### config.mk
export PLATFORM = sky130hd
export DESIGN_NAME = simd_flag_unit
export DESIGN_NICKNAME = d
export VERILOG_FILES = /design/src/rtl/simd_flag_pkg.sv /design/src/rtl/flag_src_sel.sv /design/src/rtl/lane_cond_eval.sv /design/src/rtl/branch_reduce.sv /design/src/rtl/simd_flag_unit.sv
export SDC_FILE = /design/constraint.sdc
export NUM_CORES = 1
export LEC_CHECK = 0
export ABC_AREA = 1
export CAP_MARGIN = 40
export CORE_AREA = 2 2 427 429
export DETAILED_ROUTE_END_ITERATION = 7
export DIE_AREA = 0 0 429 431
export DONT_BUFFER_PORTS = 1
export GPL_TIMING_DRIVEN = 0
export PLACE_DENSITY = 0.3
export SLEW_MARGIN = 20
export SYNTH_ARGS = -nofsm -noshare
export SYNTH_HDL_FRONTEND = slang
export SYNTH_SLANG_ARGS = --single-unit
### constraint.sdc
create_clock -name clk -period 2.3 [get_ports clk]
set_input_delay 0.46 -clock clk [delete_from_list [all_inputs] [get_ports clk]]
set_output_delay 0.46 -clock clk [all_outputs]
set_load 0.02 [all_outputs]
### src/rtl/simd_flag_pkg.sv
package simd_flag_pkg;
   typedef enum logic [2:0] {
      WC_NEVER  = 3'd0,
      WC_ALWAYS = 3'd1,
      WC_ZSET   = 3'd2,
      WC_ZCLR   = 3'd3,
      WC_NSET   = 3'd4,
      WC_NCLR   = 3'd5,
      WC_CSET   = 3'd6,
      WC_CCLR   = 3'd7
   } wcond_e;

   // branch code groups, selected by the two upper code bits
   localparam logic [1:0] BG_ZERO  = 2'd0;
   localparam logic [1:0] BG_NEG   = 2'd1;
   localparam logic [1:0] BG_CARRY = 2'd2;
   localparam logic [1:0] BG_SPEC  = 2'd3;
   localparam logic [3:0] BR_UNCOND = 4'd15;
endpackage

### src/rtl/flag_src_sel.sv
module flag_src_sel
   import simd_flag_pkg::*;
#(
   parameter int LANES = 16,
   parameter int DW    = 32
) (
   input  logic                  add_nop,
   input  wcond_e                add_wcond,
   input  logic [LANES*DW-1:0]   add_res,
   input  logic [LANES-1:0]      add_cy,
   input  logic [LANES*DW-1:0]   mul_res,
   input  logic [LANES-1:0]      mul_cy,
   output logic [LANES-1:0]      nxt_n,
   output logic [LANES-1:0]      nxt_z,
   output logic [LANES-1:0]      nxt_c
);
   localparam int SIGN_BIT = DW - 1;

   if (DW < 2) begin : g_bad_dw
      $error("flag_src_sel: DW must be at least 2");
   end

   logic take_mul;
   assign take_mul = add_nop | (add_wcond == WC_NEVER);

   for (genvar ln = 0; ln < LANES; ln++) begin : g_lane
      logic [DW-1:0] val;
      assign val       = take_mul ? mul_res[ln*DW +: DW] : add_res[ln*DW +: DW];
      assign nxt_n[ln] = val[SIGN_BIT];
      assign nxt_z[ln] = (val == '0);
      assign nxt_c[ln] = take_mul ? mul_cy[ln] : add_cy[ln];
   end
endmodule

### src/rtl/lane_cond_eval.sv
module lane_cond_eval
   import simd_flag_pkg::*;
#(
   parameter int LANES = 16
) (
   input  wcond_e             cond,
   input  logic [LANES-1:0]   fl_n,
   input  logic [LANES-1:0]   fl_z,
   input  logic [LANES-1:0]   fl_c,
   output logic [LANES-1:0]   wen
);
   for (genvar ln = 0; ln < LANES; ln++) begin : g_lane
      always_comb begin
         unique case (cond)
            WC_NEVER:  wen[ln] = 1'b0;
            WC_ALWAYS: wen[ln] = 1'b1;
            WC_ZSET:   wen[ln] = fl_z[ln];
            WC_ZCLR:   wen[ln] = ~fl_z[ln];
            WC_NSET:   wen[ln] = fl_n[ln];
            WC_NCLR:   wen[ln] = ~fl_n[ln];
            WC_CSET:   wen[ln] = fl_c[ln];
            WC_CCLR:   wen[ln] = ~fl_c[ln];
            default:   wen[ln] = 1'b0;
         endcase
      end
   end
endmodule

### src/rtl/branch_reduce.sv
module branch_reduce
   import simd_flag_pkg::*;
#(
   parameter int LANES = 16
) (
   input  logic [3:0]         br_cond,
   input  logic [LANES-1:0]   fl_n,
   input  logic [LANES-1:0]   fl_z,
   input  logic [LANES-1:0]   fl_c,
   output logic               taken
);
   logic [LANES-1:0] pick;
   logic [LANES-1:0] polar;
   logic             reduced;

   always_comb begin
      unique case (br_cond[3:2])
         BG_ZERO:  pick = fl_z;
         BG_NEG:   pick = fl_n;
         BG_CARRY: pick = fl_c;
         default:  pick = '0;
      endcase
      polar   = br_cond[0] ? ~pick : pick;
      reduced = br_cond[1] ? (|polar) : (&polar);
      taken   = (br_cond[3:2] == BG_SPEC) ? (br_cond == BR_UNCOND) : reduced;
   end
endmodule

### src/rtl/simd_flag_unit.sv
module simd_flag_unit
   import simd_flag_pkg::*;
#(
   parameter int LANES = 16,
   parameter int DW    = 32
) (
   input  logic                  clk,
   input  logic                  rst,
   input  logic                  set_flags,
   input  logic                  add_nop,
   input  logic [2:0]            add_wcond,
   input  logic [2:0]            mul_wcond,
   input  logic [3:0]            br_cond,
   input  logic [LANES*DW-1:0]   add_res,
   input  logic [LANES-1:0]      add_cy,
   input  logic [LANES*DW-1:0]   mul_res,
   input  logic [LANES-1:0]      mul_cy,
   output logic [LANES-1:0]      add_wen,
   output logic [LANES-1:0]      mul_wen,
   output logic                  br_taken
);
   if (LANES < 1) begin : g_bad_lanes
      $error("simd_flag_unit: LANES must be positive");
   end

   logic [LANES-1:0] n_q, z_q, c_q;
   logic [LANES-1:0] n_d, z_d, c_d;

   flag_src_sel #(.LANES(LANES), .DW(DW)) src_i (
      .add_nop   (add_nop),
      .add_wcond (wcond_e'(add_wcond)),
      .add_res   (add_res),
      .add_cy    (add_cy),
      .mul_res   (mul_res),
      .mul_cy    (mul_cy),
      .nxt_n     (n_d),
      .nxt_z     (z_d),
      .nxt_c     (c_d)
   );

   always_ff @(posedge clk) begin
      if (rst) begin
         n_q <= '0;
         z_q <= '0;
         c_q <= '0;
      end else if (set_flags) begin
         n_q <= n_d;
         z_q <= z_d;
         c_q <= c_d;
      end
   end

   lane_cond_eval #(.LANES(LANES)) add_ev_i (
      .cond (wcond_e'(add_wcond)),
      .fl_n (n_q),
      .fl_z (z_q),
      .fl_c (c_q),
      .wen  (add_wen)
   );

   lane_cond_eval #(.LANES(LANES)) mul_ev_i (
      .cond (wcond_e'(mul_wcond)),
      .fl_n (n_q),
      .fl_z (z_q),
      .fl_c (c_q),
      .wen  (mul_wen)
   );

   branch_reduce #(.LANES(LANES)) br_i (
      .br_cond (br_cond),
      .fl_n    (n_q),
      .fl_z    (z_q),
      .fl_c    (c_q),
      .taken   (br_taken)
   );
endmodule

==> results of run 1 <==
==> path summary, 6_finish.rpt <==
kind                 from     endpoint  slack (ns)
min reg2reg       c_q[11]      c_q[11]        0.55
max          mul_wcond[2]  mul_wen[11]        0.04
min          mul_res[511]      n_q[15]        0.41
max reg2reg        z_q[7]       z_q[7]        1.43
==> routing by layer <==
metal / GRT usage [%] / up-vias
li1: - / 4512
met1: 9.54 / 5267
met2: 15.2 / 955
met3: 4.52 / 216
met4: 2.71 / 44
met5: 0.520 / -
==> metrics by stage <==
| stage | setup TNS, ns | power [mW] | hold WS (ns) | cells | cell area [um^2] |
|---|---|---|---|---|---|
| final | 0 | 3.10 | 0.408 | 3610 | 10800 |
| after global routing | -0.0940 | 3.30 | 0.441 | 3595 | 10800 |
| after CTS | 0 | 3.20 | 0.406 | 3573 | 10700 |
| after detailed placement | -29.76 | 2.22 | 0.545 | 3554 | 9920 |
| after global placement | -43.52 | 2.18 | 0.530 | 3540 | 9730 |
| after floorplan | 0 | 1.60 | 0.471 | 1170 | 6770 |
==> logic make-up after synthesis <==
logic type | count (synthesis) | share of synthesized area, %
DFF | 48 | 14.2
AOI/OAI and AO/OA | 168 | 15.4
buffers and inverters | 161 | 10.2
and+or+nand+nor | 793 | 60.3
==> worst register-to-register path, stage by stage, from the launching register on <==
cell                      delay [ns]
sky130_fd_sc_hd__dfxtp_1        0.44
sky130_fd_sc_hd__inv_1          0.11
sky130_fd_sc_hd__a21oi_1        0.15
sky130_fd_sc_hd__nand2_1        0.07
sky130_fd_sc_hd__inv_1          0.05
==> synth_stat cells <==
| cell | count |
|---|---|
| sky130_fd_sc_hd__a21oi_1 | 43 |
| sky130_fd_sc_hd__a221oi_1 | 2 |
| sky130_fd_sc_hd__a22oi_1 | 21 |
| sky130_fd_sc_hd__buf_1 | 5 |
| sky130_fd_sc_hd__buf_2 | 15 |
| sky130_fd_sc_hd__buf_4 | 2 |
| sky130_fd_sc_hd__buf_6 | 7 |
| sky130_fd_sc_hd__clkbuf_1 | 20 |
| sky130_fd_sc_hd__dfxtp_1 | 48 |
| sky130_fd_sc_hd__inv_1 | 100 |
| sky130_fd_sc_hd__inv_2 | 10 |
| sky130_fd_sc_hd__inv_4 | 2 |
| sky130_fd_sc_hd__nand2_1 | 275 |
| sky130_fd_sc_hd__nand3_1 | 133 |
| sky130_fd_sc_hd__nand3_2 | 14 |
| sky130_fd_sc_hd__nand4_1 | 38 |
| sky130_fd_sc_hd__nor2_1 | 52 |
| sky130_fd_sc_hd__nor2_2 | 1 |
| sky130_fd_sc_hd__nor3_1 | 8 |
| sky130_fd_sc_hd__nor3_2 | 16 |
| sky130_fd_sc_hd__nor4_1 | 256 |
| sky130_fd_sc_hd__o2111ai_1 | 13 |
| sky130_fd_sc_hd__o211ai_1 | 32 |
| sky130_fd_sc_hd__o21ai_0 | 37 |
| sky130_fd_sc_hd__o21ai_1 | 11 |
| sky130_fd_sc_hd__o22ai_1 | 9 |
==> layout make-up <==
type / count / area [um^2]
antenna: 29 / 72.6
buffer: 49 / 404
clock buffer: 6 / 139
clock inverter: 2 / 13.8
fill: 21400 / 169000
inverter: 112 / 452
multi-input combinational: 961 / 5510
sequential: 48 / 972
tap: 2370 / 2970
timing repair buffer: 33 / 294
==> what timing repair did <==
action | CTS | global route
setup endpoints to repair | 46 | 19
pin swaps | 18 | 16
hold buffers | 0 | 0
gates cloned | 3 | 0
resized for setup | 102 | 22
buffers inserted | 8 | 6
hold endpoints to repair | 0 | 0
==> power by group through the flow <==
stage	Clock [mW]	Combinational [mW]	Sequential (mW)
after floorplan	0	0.657	0.947
after global placement	0	1.18	1.00
after detailed placement	0	1.22	0.999
after CTS	0.871	1.34	0.982
after global routing	0.897	1.42	0.988
final	0.839	1.28	0.981
==> state kept, by name, summed over array words and instances, names as in the netlist <==
| register | flops |
|---|---|
| n_q | 16 |
| c_q | 16 |
| z_q | 16 |
==> results.txt, run 1 <==
----------------------------------------------------
[Outcome]
  Run status ... finished clean

[Min path]
  Instance count along the most critical hold path ... 4
  Class of the tightest hold or removal check ... input port to flip-flop

[Synth]
  Synth warn ... 0
  Synthesized instance count ... 1170
  Number of distinct library cells after synthesis ... 26
  Top post-synthesis cells by area ... sky130_fd_sc_hd__nor4_1 (24%), sky130_fd_sc_hd__nand2_1 (15%), sky130_fd_sc_hd__dfxtp_1 (14%), sky130_fd_sc_hd__nand3_1 (9.8%), sky130_fd_sc_hd__inv_1 (5.5%)
  Count of state elements after synthesis ... 48
  Post-synthesis average cell area ... 5.79 um^2
  Proportion of synthesized chip area in sequential cells ... 14.2%
  Area fraction of the dominant cell type after synthesis ... 23.7%
  Summed instance area of the synthesized netlist ... 6770 um^2
  Syn nets ... 2240
  Top cell type by total area after synthesis ... sky130_fd_sc_hd__nor4_1

[STA]
  Highest attainable clock frequency ... 0.443 GHz
  Final setup fails ... 0
  Post-route setup slack ... 0.0446 ns
  Final Skew ... 0 ns
  Transition at the pin with the smallest max-transition slack ... 0.928 ns
  Count of final hold-check violations ... 0
  Setup repair after global routing missed its margin ... yes
  Worst relative slew slack ... 37.6%
  Final worst path period need ... 2.26 ns
  Max-slew violation count ... 0
  Post-route fraction of the period consumed by the critical path ... 98.1%

[Final layout]
  Total Nets Final ... 2280
  Leading cell type in the layout, fill and taps excluded ... sky130_fd_sc_hd__nand2_1
  Ratio of cells with drive above 1 in the final layout ... 15.0%
  Layout Utilization ... 6.01%
  Most used cells in the layout excluding fill and tap cells ... sky130_fd_sc_hd__nand2_1 (268), sky130_fd_sc_hd__nor4_1 (252), sky130_fd_sc_hd__nand3_1 (111)
  Synthesis-to-finish area growth ... 59.9%

[Routing]
  Detailed-routing iteration count for the pre-antenna-repair pass ... 7
  DRC Markers ... 0
  Iteration-0 DRC Markers ... 917
  Met2 WL post-DR ... 42700 um
  Met3 WL ... 9830 um
  Wire length per cell ... 24.6 um
  Count of nets left with antenna violations after detail routing ... 0
  M1 wire length ... 32700 um
  Post-detailed-routing wire length ... 88700 um
  Avg Vias per Cell ... 3.05
  Vias ... 11000
  Top routing layer in use ... met5

[Critical path]
  Signal arrival time at the worst endpoint ... 1.80 ns
  Buf+Inv Stages, Crit Path ... 2
  Worst path slowest cell ... sky130_fd_sc_hd__nor3_4
  Count of cells along the worst register-to-register path ... 4
  Number of cells on the critical path ... 5
  Highest fanout seen on the critical path ... 10
  Type of element launching the critical path ... input port
  Family with the most delay on the worst path ... simple AND/OR/NAND/NOR gates
  Crit-path max cell delay ... 0.42 ns
  CP Class ... input port to output pin
  Critical path cell sequence ... buf_4 > nor3_4 > clkbuf_4 > nand2_1 > nand3_2
  Type of element capturing the critical path ... output pin
  WP data required ... 1.84 ns

[Global routing]
  Pin count of the biggest net entering global routing ... 16
  Initial antenna violation count ... 59
  Overall overflow remaining after global route ... 0
  Total track usage ... 8.92%
  Vias in the first global route ... 10200
  Global-route wire length before repair ... 106000 um

[Die]
  Number of placement rows ... 156
  Chip Height ... 431 um
  Horizontal die dimension ... 429 um
  Total core area ... 180000 um^2
  I/O pin total ... 1103
  Starting density of the core ... 3.76%
  Die area ... 185000 um^2

[Placement]
  GP Congestion ... 1.45
  Input/output buffers ... 0
  Placed wire-length estimate after detailed placement ... 78200 um
  Placement-stage worst setup slack ... -0.998 ns

[Pwr]
  Pwr Density ... 287 nW/um^2
  Net switching power ... 1.39 mW
  Combinational fraction of design power ... 41.3%
  Internal Pwr Total ... 1.71 mW
  Clock Power Share ... 27.0%
  Largest voltage drop on the vdd net ... 258 uV
  Switch share ... 44.8%
  Leakage ... 2.78 nW
  Flop pwr share ... 31.6%

[CTS]
  TritonCTS buffer count ... 5
  Clock-pin slew on the worst setup and hold paths ... 0.07 ns
  CTS root buf ... sky130_fd_sc_hd__clkbuf_16
  Clock sink total ... 48
  Clock H-tree levels ... 2
  Max clock buf depth ... 2
  Clock latency at the later pin of the worst-skew pair ... 0.31 ns
  TritonCTS clock tree ... done

[Run]
  Count of maximum capacitance violations ... 0

----------------------------------------------------
No activity file was read; power rests on OpenSTA's default activity.
==> run 2: changes to the inputs <==
--- a/config.mk
+++ b/config.mk
@@ -13,6 +13,7 @@
 export DONT_BUFFER_PORTS = 1
 export GPL_TIMING_DRIVEN = 0
 export PLACE_DENSITY = 0.3
+export REMOVE_ABC_BUFFERS = 1
 export SLEW_MARGIN = 20
 export SYNTH_ARGS = -nofsm -noshare
 export SYNTH_HDL_FRONTEND = slang
==> results.txt, run 2 (same netlist as run 1, synthesis figures left out) <==
----------------------------------------------------
[STA]
  Max-slew violation count ... 0
  Final total negative setup slack ... 0 ns
  Final Skew ... 0 ns
  Count of final hold-check violations ... 0
  Final worst path period need ... 2.26 ns
  Final setup fails ... 0
  Transition at the pin with the smallest max-transition slack ... 1.06 ns
  Post-route fraction of the period consumed by the critical path ... 98.2%
  Worst relative slew slack ... 28.7%
  Highest attainable clock frequency ... 0.443 GHz
  Setup repair after global routing missed its margin ... no

[Critical path]
  Worst reg2reg endpoint ... z_q[2]
  Family with the most delay on the worst path ... simple AND/OR/NAND/NOR gates
  WP data required ... 2.55 ns
  Crit-path max cell delay ... 0.75 ns
  Last element of the critical path ... z_q[8]
  Highest fanout seen on the critical path ... 2
  Cell with the most instances on the worst path ... sky130_fd_sc_hd__nand3_2
  Buf+Inv Stages, Crit Path ... 1
  Type of element launching the critical path ... input port
  Origin of the worst setup path ... mul_res[287]
  Worst path slowest cell ... sky130_fd_sc_hd__nor4_2
  Launch point of the worst reg-to-reg path ... z_q[2]
  Number of cells on the critical path ... 7
  Count of cells along the worst register-to-register path ... 4
  Type of element capturing the critical path ... flip-flop
  Signal arrival time at the worst endpoint ... 2.51 ns
  CP Class ... input port to flip-flop
  Critical path cell sequence ... nor4_2 > nand3_2 > nor3_4 > nand3_1 > nand3_2 > nand2_1 > inv_1
  Internal reg-to-reg setup slack ... 1.46 ns

[Min path]
  Class of the tightest hold or removal check ... input port to flip-flop

[CTS]
  TritonCTS clock tree ... done
  Clock sink total ... 48
  Max clock buf depth ... 2
  CTS root buf ... sky130_fd_sc_hd__clkbuf_16
  Clock latency at the later pin of the worst-skew pair ... 0.30 ns
  Clock H-tree levels ... 2
  Clock-pin slew on the worst setup and hold paths ... 0.07 ns
  TritonCTS buffer count ... 5

[Routing]
  Detailed-routing iteration count for the pre-antenna-repair pass ... 8
  Wire length per cell ... 24.8 um
  Post-detailed-routing wire length ... 89100 um
  Met2 WL post-DR ... 42800 um
  Avg Vias per Cell ... 2.95
  M1 wire length ... 32500 um
  Vias ... 10600
  Top routing layer in use ... met5
  Count of nets left with antenna violations after detail routing ... 0
  Iteration-0 DRC Markers ... 778
  Met3 WL ... 10900 um
  DRC Markers ... 8

[Pwr]
  Largest voltage drop on the vdd net ... 239 uV
  Internal Pwr Total ... 1.66 mW
  Switch share ... 43.0%
  Leakage ... 2.58 nW
  Combinational fraction of design power ... 40.1%
  Clock Power Share ... 27.0%
  Pwr Density ... 276 nW/um^2
  Net switching power ... 1.26 mW
  Flop pwr share ... 32.9%

[Placement]
  GP Congestion ... 1.31
  DP Cell Count ... 3519
  Input/output buffers ... 0
  Placed wire-length estimate after detailed placement ... 76300 um

[Die]
  Die area ... 185000 um^2
  Horizontal die dimension ... 429 um
  Total core area ... 180000 um^2
  Chip Height ... 431 um
  Number of placement rows ... 156
  I/O pin total ... 1103
  Starting density of the core ... 3.76%

[Global routing]
  Overall overflow remaining after global route ... 0
  Total track usage ... 8.97%
  Pin count of the biggest net entering global routing ... 82
  Global-route wire length before repair ... 106000 um
  Initial antenna violation count ... 79
  Vias in the first global route ... 9540

[Final layout]
  Leading cell type in the layout, fill and taps excluded ... sky130_fd_sc_hd__nand2_1
  Total Nets Final ... 2245
  Synthesis-to-finish area growth ... 56.3%
  Ratio of cells with drive above 1 in the final layout ... 12.9%
  Most used cells in the layout excluding fill and tap cells ... sky130_fd_sc_hd__nand2_1 (268), sky130_fd_sc_hd__nor4_1 (250), sky130_fd_sc_hd__nand3_1 (118)
  Layout filler cell count ... 21400
  Regs by FF count ... c_q x16, n_q x16, z_q x16
  Post-route non-filler standard cell count ... 3599

[Outcome]
  Run status ... complete, but fails checks
  Violated checks ... DRC

[Run]
  Count of maximum capacitance violations ... 0

----------------------------------------------------
==> run 2: cell types whose count changed in the layout (fill, tap and decap cells not counted), moves of 4 or more <==
cell,before,now
sky130_fd_sc_hd__diode_2,29,53
sky130_fd_sc_hd__buf_2,15,3
sky130_fd_sc_hd__clkbuf_1,10,2
sky130_fd_sc_hd__nand3_1,111,118
sky130_fd_sc_hd__nand3_2,34,28
sky130_fd_sc_hd__clkbuf_4,5,0
sky130_fd_sc_hd__nor2_2,5,0
sky130_fd_sc_hd__buf_6,10,6
sky130_fd_sc_hd__o2111ai_4,6,2
==> run 2: through the flow <==
| stage | utilization (%) | power (mW) | hold slack (ns) | instance area (um^2) | setup slack, ns |
|---|---|---|---|---|---|
| finish | 5.87 | 2.92 | 0.345 | 10600 | 0.0420 |
| global route | 5.84 | 3.13 | 0.333 | 10500 | 0.00668 |
| CTS | 5.73 | 3.03 | 0.328 | 10300 | 0.000597 |
| detailed placement | 5.46 | 2.16 | 0.524 | 9840 | -1.11 |
| global placement | 5.26 | 2.09 | 0.521 | 9470 | -5.03 |
| floorplan | - | 1.54 | 0.471 | 6510 | -0.271 |
==> run 2: worst min path at each step <==
stage                     cells after the start     from  endpoint  slack [ns]
after global routing                          3      rst    z_q[1]        0.33
after global placement                        2  n_q[11]   n_q[11]        0.52
after floorplan                               2   n_q[0]    n_q[0]        0.47
after CTS                                     3      rst   z_q[10]        0.33
after detailed placement                      2   n_q[6]    n_q[6]        0.52
final                                         3      rst   z_q[10]        0.34
==> run 2: layer usage <==
| layer | track usage [%] | vias up |
|---|---|---|
| li1 | - | 4474 |
| met1 | 9.66 | 5052 |
| met2 | 14.8 | 906 |
| met3 | 4.94 | 161 |
| met4 | 2.85 | 38 |
| met5 | 0.651 | - |
==> run 2: final cells by class <==
class / count / area (um^2) / area share, %
multi-input cells: 962 / 5470 / 51.7
well taps: 2370 / 2970 / 28.0
repair buffers: 46 / 440 / 4.16
diodes: 53 / 133 / 1.25
flip-flops and latches: 48 / 973 / 9.20
clock buffers: 8 / 146 / 1.38
inverters: 112 / 450 / 4.26
==> run 2: power by group through the flow <==
| stage | clock [mW] | combinational (mW) | sequential [mW] |
|---|---|---|---|
| floorplan | 0 | 0.588 | 0.947 |
| global placement | 0 | 1.11 | 0.979 |
| detailed placement | 0 | 1.18 | 0.978 |
| CTS | 0.825 | 1.24 | 0.959 |
| global route | 0.845 | 1.31 | 0.970 |
| finish | 0.786 | 1.17 | 0.961 |
==> run 2: worst reg2reg max path, delay by kind of cell, from the launching register on <==
family | cells | cell delay [ns]
buffers and inverters | 2 | 0.16
AO/OA/AOI/OAI | 1 | 0.15
AND/OR/NAND/NOR | 1 | 0.07
flip-flops | 1 | 0.42
==> run 2: repair_timing <==
item / in CTS / in global routing
resized for setup: 36 / 27
cloned: 1 / 0
endpoints found under the setup margin: 74 / 17
buffers inserted: 13 / 4
endpoints found under the hold margin: 0 / 0
pin swaps: 9 / 5
hold buffers: 0 / 0
==> run 3: changes to the inputs <==
--- a/config.mk
+++ b/config.mk
@@ -12,7 +12,6 @@
 export DIE_AREA = 0 0 429 431
 export DONT_BUFFER_PORTS = 1
 export GPL_TIMING_DRIVEN = 0
-export PLACE_DENSITY = 0.3
 export REMOVE_ABC_BUFFERS = 1
 export SLEW_MARGIN = 20
 export SYNTH_ARGS = -nofsm -noshare
==> results.txt, run 3 (same netlist as run 1, synthesis figures left out) <==
----------------------------------------------------
[Run]
  Count of maximum capacitance violations ... 0

[Final layout]
  Regs by FF count ... c_q x16, n_q x16, z_q x16
  Most used cells in the layout excluding fill and tap cells ... sky130_fd_sc_hd__nand2_1 (267), sky130_fd_sc_hd__nor4_1 (249), sky130_fd_sc_hd__nand3_1 (109)
  Leading cell type in the layout, fill and taps excluded ... sky130_fd_sc_hd__nand2_1
  Synthesis-to-finish area growth ... 58.2%
  Final Instance Area ... 10700 um^2
  Total Nets Final ... 2252
  Ratio of cells with drive above 1 in the final layout ... 14.1%

[Critical path]
  Count of cells along the worst register-to-register path ... 4
  Critical path cell sequence ... clkinvlp_4 > nor3_4 > buf_6 > inv_2 > o22ai_1 > a21oi_1 > o2111ai_2 > buf_6
  Worst path slowest cell ... sky130_fd_sc_hd__nor3_4
  Worst reg2reg endpoint ... z_q[13]
  CP Class ... input port to output pin
  Origin of the worst setup path ... mul_wcond[1]
  Type of element capturing the critical path ... output pin
  WP data required ... 1.84 ns
  Type of element launching the critical path ... input port
  Highest fanout seen on the critical path ... 9
  Crit-path max cell delay ... 0.34 ns
  Launch point of the worst reg-to-reg path ... z_q[13]
  Internal reg-to-reg setup slack ... 1.48 ns
  Cell with the most instances on the worst path ... sky130_fd_sc_hd__buf_6
  Signal arrival time at the worst endpoint ... 1.77 ns

[STA]
  Count of final hold-check violations ... 0
  Final setup fails ... 0
  Worst relative slew slack ... 34.7%
  Final worst path period need ... 2.23 ns
  Post-route fraction of the period consumed by the critical path ... 96.8%
  Post-Route Hold Slack ... 0.351 ns
  Max-slew violation count ... 0
  Highest attainable clock frequency ... 0.449 GHz
  Final Skew ... 0 ns
  Setup repair after global routing missed its margin ... yes
  Transition at the pin with the smallest max-transition slack ... 0.970 ns

[Min path]
  Instance count along the most critical hold path ... 3
  Hold-critical path endpoint ... z_q[13]
  Class of the tightest hold or removal check ... input port to flip-flop
  Worst Min Path Start ... rst

[Die]
  Total core area ... 180000 um^2
  Chip Height ... 431 um
  Number of placement rows ... 156
  I/O pin total ... 1103
  Die area ... 185000 um^2
  Starting density of the core ... 3.76%
  Horizontal die dimension ... 429 um

[CTS]
  Clock-pin slew on the worst setup and hold paths ... 0.06 ns
  TritonCTS clock tree ... done
  TritonCTS buffer count ... 5
  CTS root buf ... sky130_fd_sc_hd__clkbuf_16
  Max clock buf depth ... 2
  Clock latency at the later pin of the worst-skew pair ... 0.29 ns
  Post-CTS Hold Buffers ... 0
  Clock H-tree levels ... 2
  Clock sink total ... 48

[Global routing]
  Vias in the first global route ... 9619
  Met3 capacity usage during global routing ... 4.73%
  Met2 routing resource usage after global routing ... 14.6%
  Overall overflow remaining after global route ... 0
  Total track usage ... 9.01%
  GR peak layer ... met2
  Met1 usage in global routing ... 10.1%
  Pin count of the biggest net entering global routing ... 82
  Initial antenna violation count ... 75
  Global-route wire length before repair ... 106000 um

[Outcome]
  Run status ... finished clean

[Routing]
  Avg Vias per Cell ... 2.90
  Count of nets left with antenna violations after detail routing ... 0
  Iteration-0 DRC Markers ... 926
  Post-detailed-routing wire length ... 89800 um
  DRC Markers ... 0
  Wire length per cell ... 25.0 um
  Detailed-routing iteration count for the pre-antenna-repair pass ... 6
  Vias ... 10400

[Pwr]
  Largest voltage drop on the vdd net ... 274 uV
  Pwr Density ... 276 nW/um^2
  Leakage ... 2.67 nW

[Placement]
  Input/output buffers ... 0
  Cell area after placement ... 9950 um^2
  GP Congestion ... 1.10
  Placed wire-length estimate after detailed placement ... 80600 um

----------------------------------------------------
run 3: cell types whose count changed in the layout (fill, tap and decap cells not counted), sizes merged:
cell	before	now
diode	53	34
clkdlybuf4s15	2	0
clkdlybuf4s18	1	0
buf	42	50
clkbuf	9	11
run 3: final cells by class:
type                       count  area [um^2]
timing repair buffer          53          592
antenna                       34         85.1
inverter                     112          445
fill                       21300       169000
sequential                    48          968
tap                         2370         2970
clock buffer                   8          146
multi-input combinational    962         5510
run 3: what timing repair did:
action,CTS,global route
pin swaps,7,8
setup endpoints to repair,75,18
setup buffers,18,1
cloned,1,1
resized for setup,31,27
run 3: where the power goes:
part           internal, mW  leakage (nW)  total, mW  switching (mW)
Sequential            0.889         0.399      0.957          0.0678
Combinational         0.383          2.19       1.24           0.861
Clock                 0.435        0.0714      0.758           0.323
run 3: how the worst max path moves through the flow:
stage / to / slack [ns] / cells after the start
after floorplan: n_q[1] / -0.27 / 8
after global placement: c_q[12] / -5.84 / 8
after detailed placement: z_q[9] / -0.85 / 9
after CTS: add_wen[5] / 0.003 / 4
after global routing: mul_wen[4] / -0.02 / 8
final: mul_wen[6] / 0.07 / 8
run 3: critical path: cells and delay by family:
kind | cells | cell delay [ns]
simple gates | 1 | 0.34
buf+inv | 4 | 0.66
compound gates | 3 | 0.28
run 3: per-stage QoR:
stage	total power, mW	setup WS [ns]	TNS [ns]	util [%]	cells
after floorplan	1.54	-0.271	-8.66	-	1121
after global placement	2.13	-5.84	-276.09	5.26	3491
after detailed placement	2.22	-0.846	-31.68	5.52	3522
after CTS	3.05	0.00328	0	5.82	3549
after global routing	3.17	-0.0234	-0.0360	5.93	3576
final	2.96	0.0736	0	5.95	3587
run 3: routing by layer:
metal | up-vias | part of all wire [%] | wire length [um]
met5 | - | 0.34 | 303
met4 | 50 | 3.6 | 3270
met3 | 197 | 13 | 11300
met2 | 840 | 47 | 41800
met1 | 4851 | 37 | 33200
li1 | 4459 | - | -
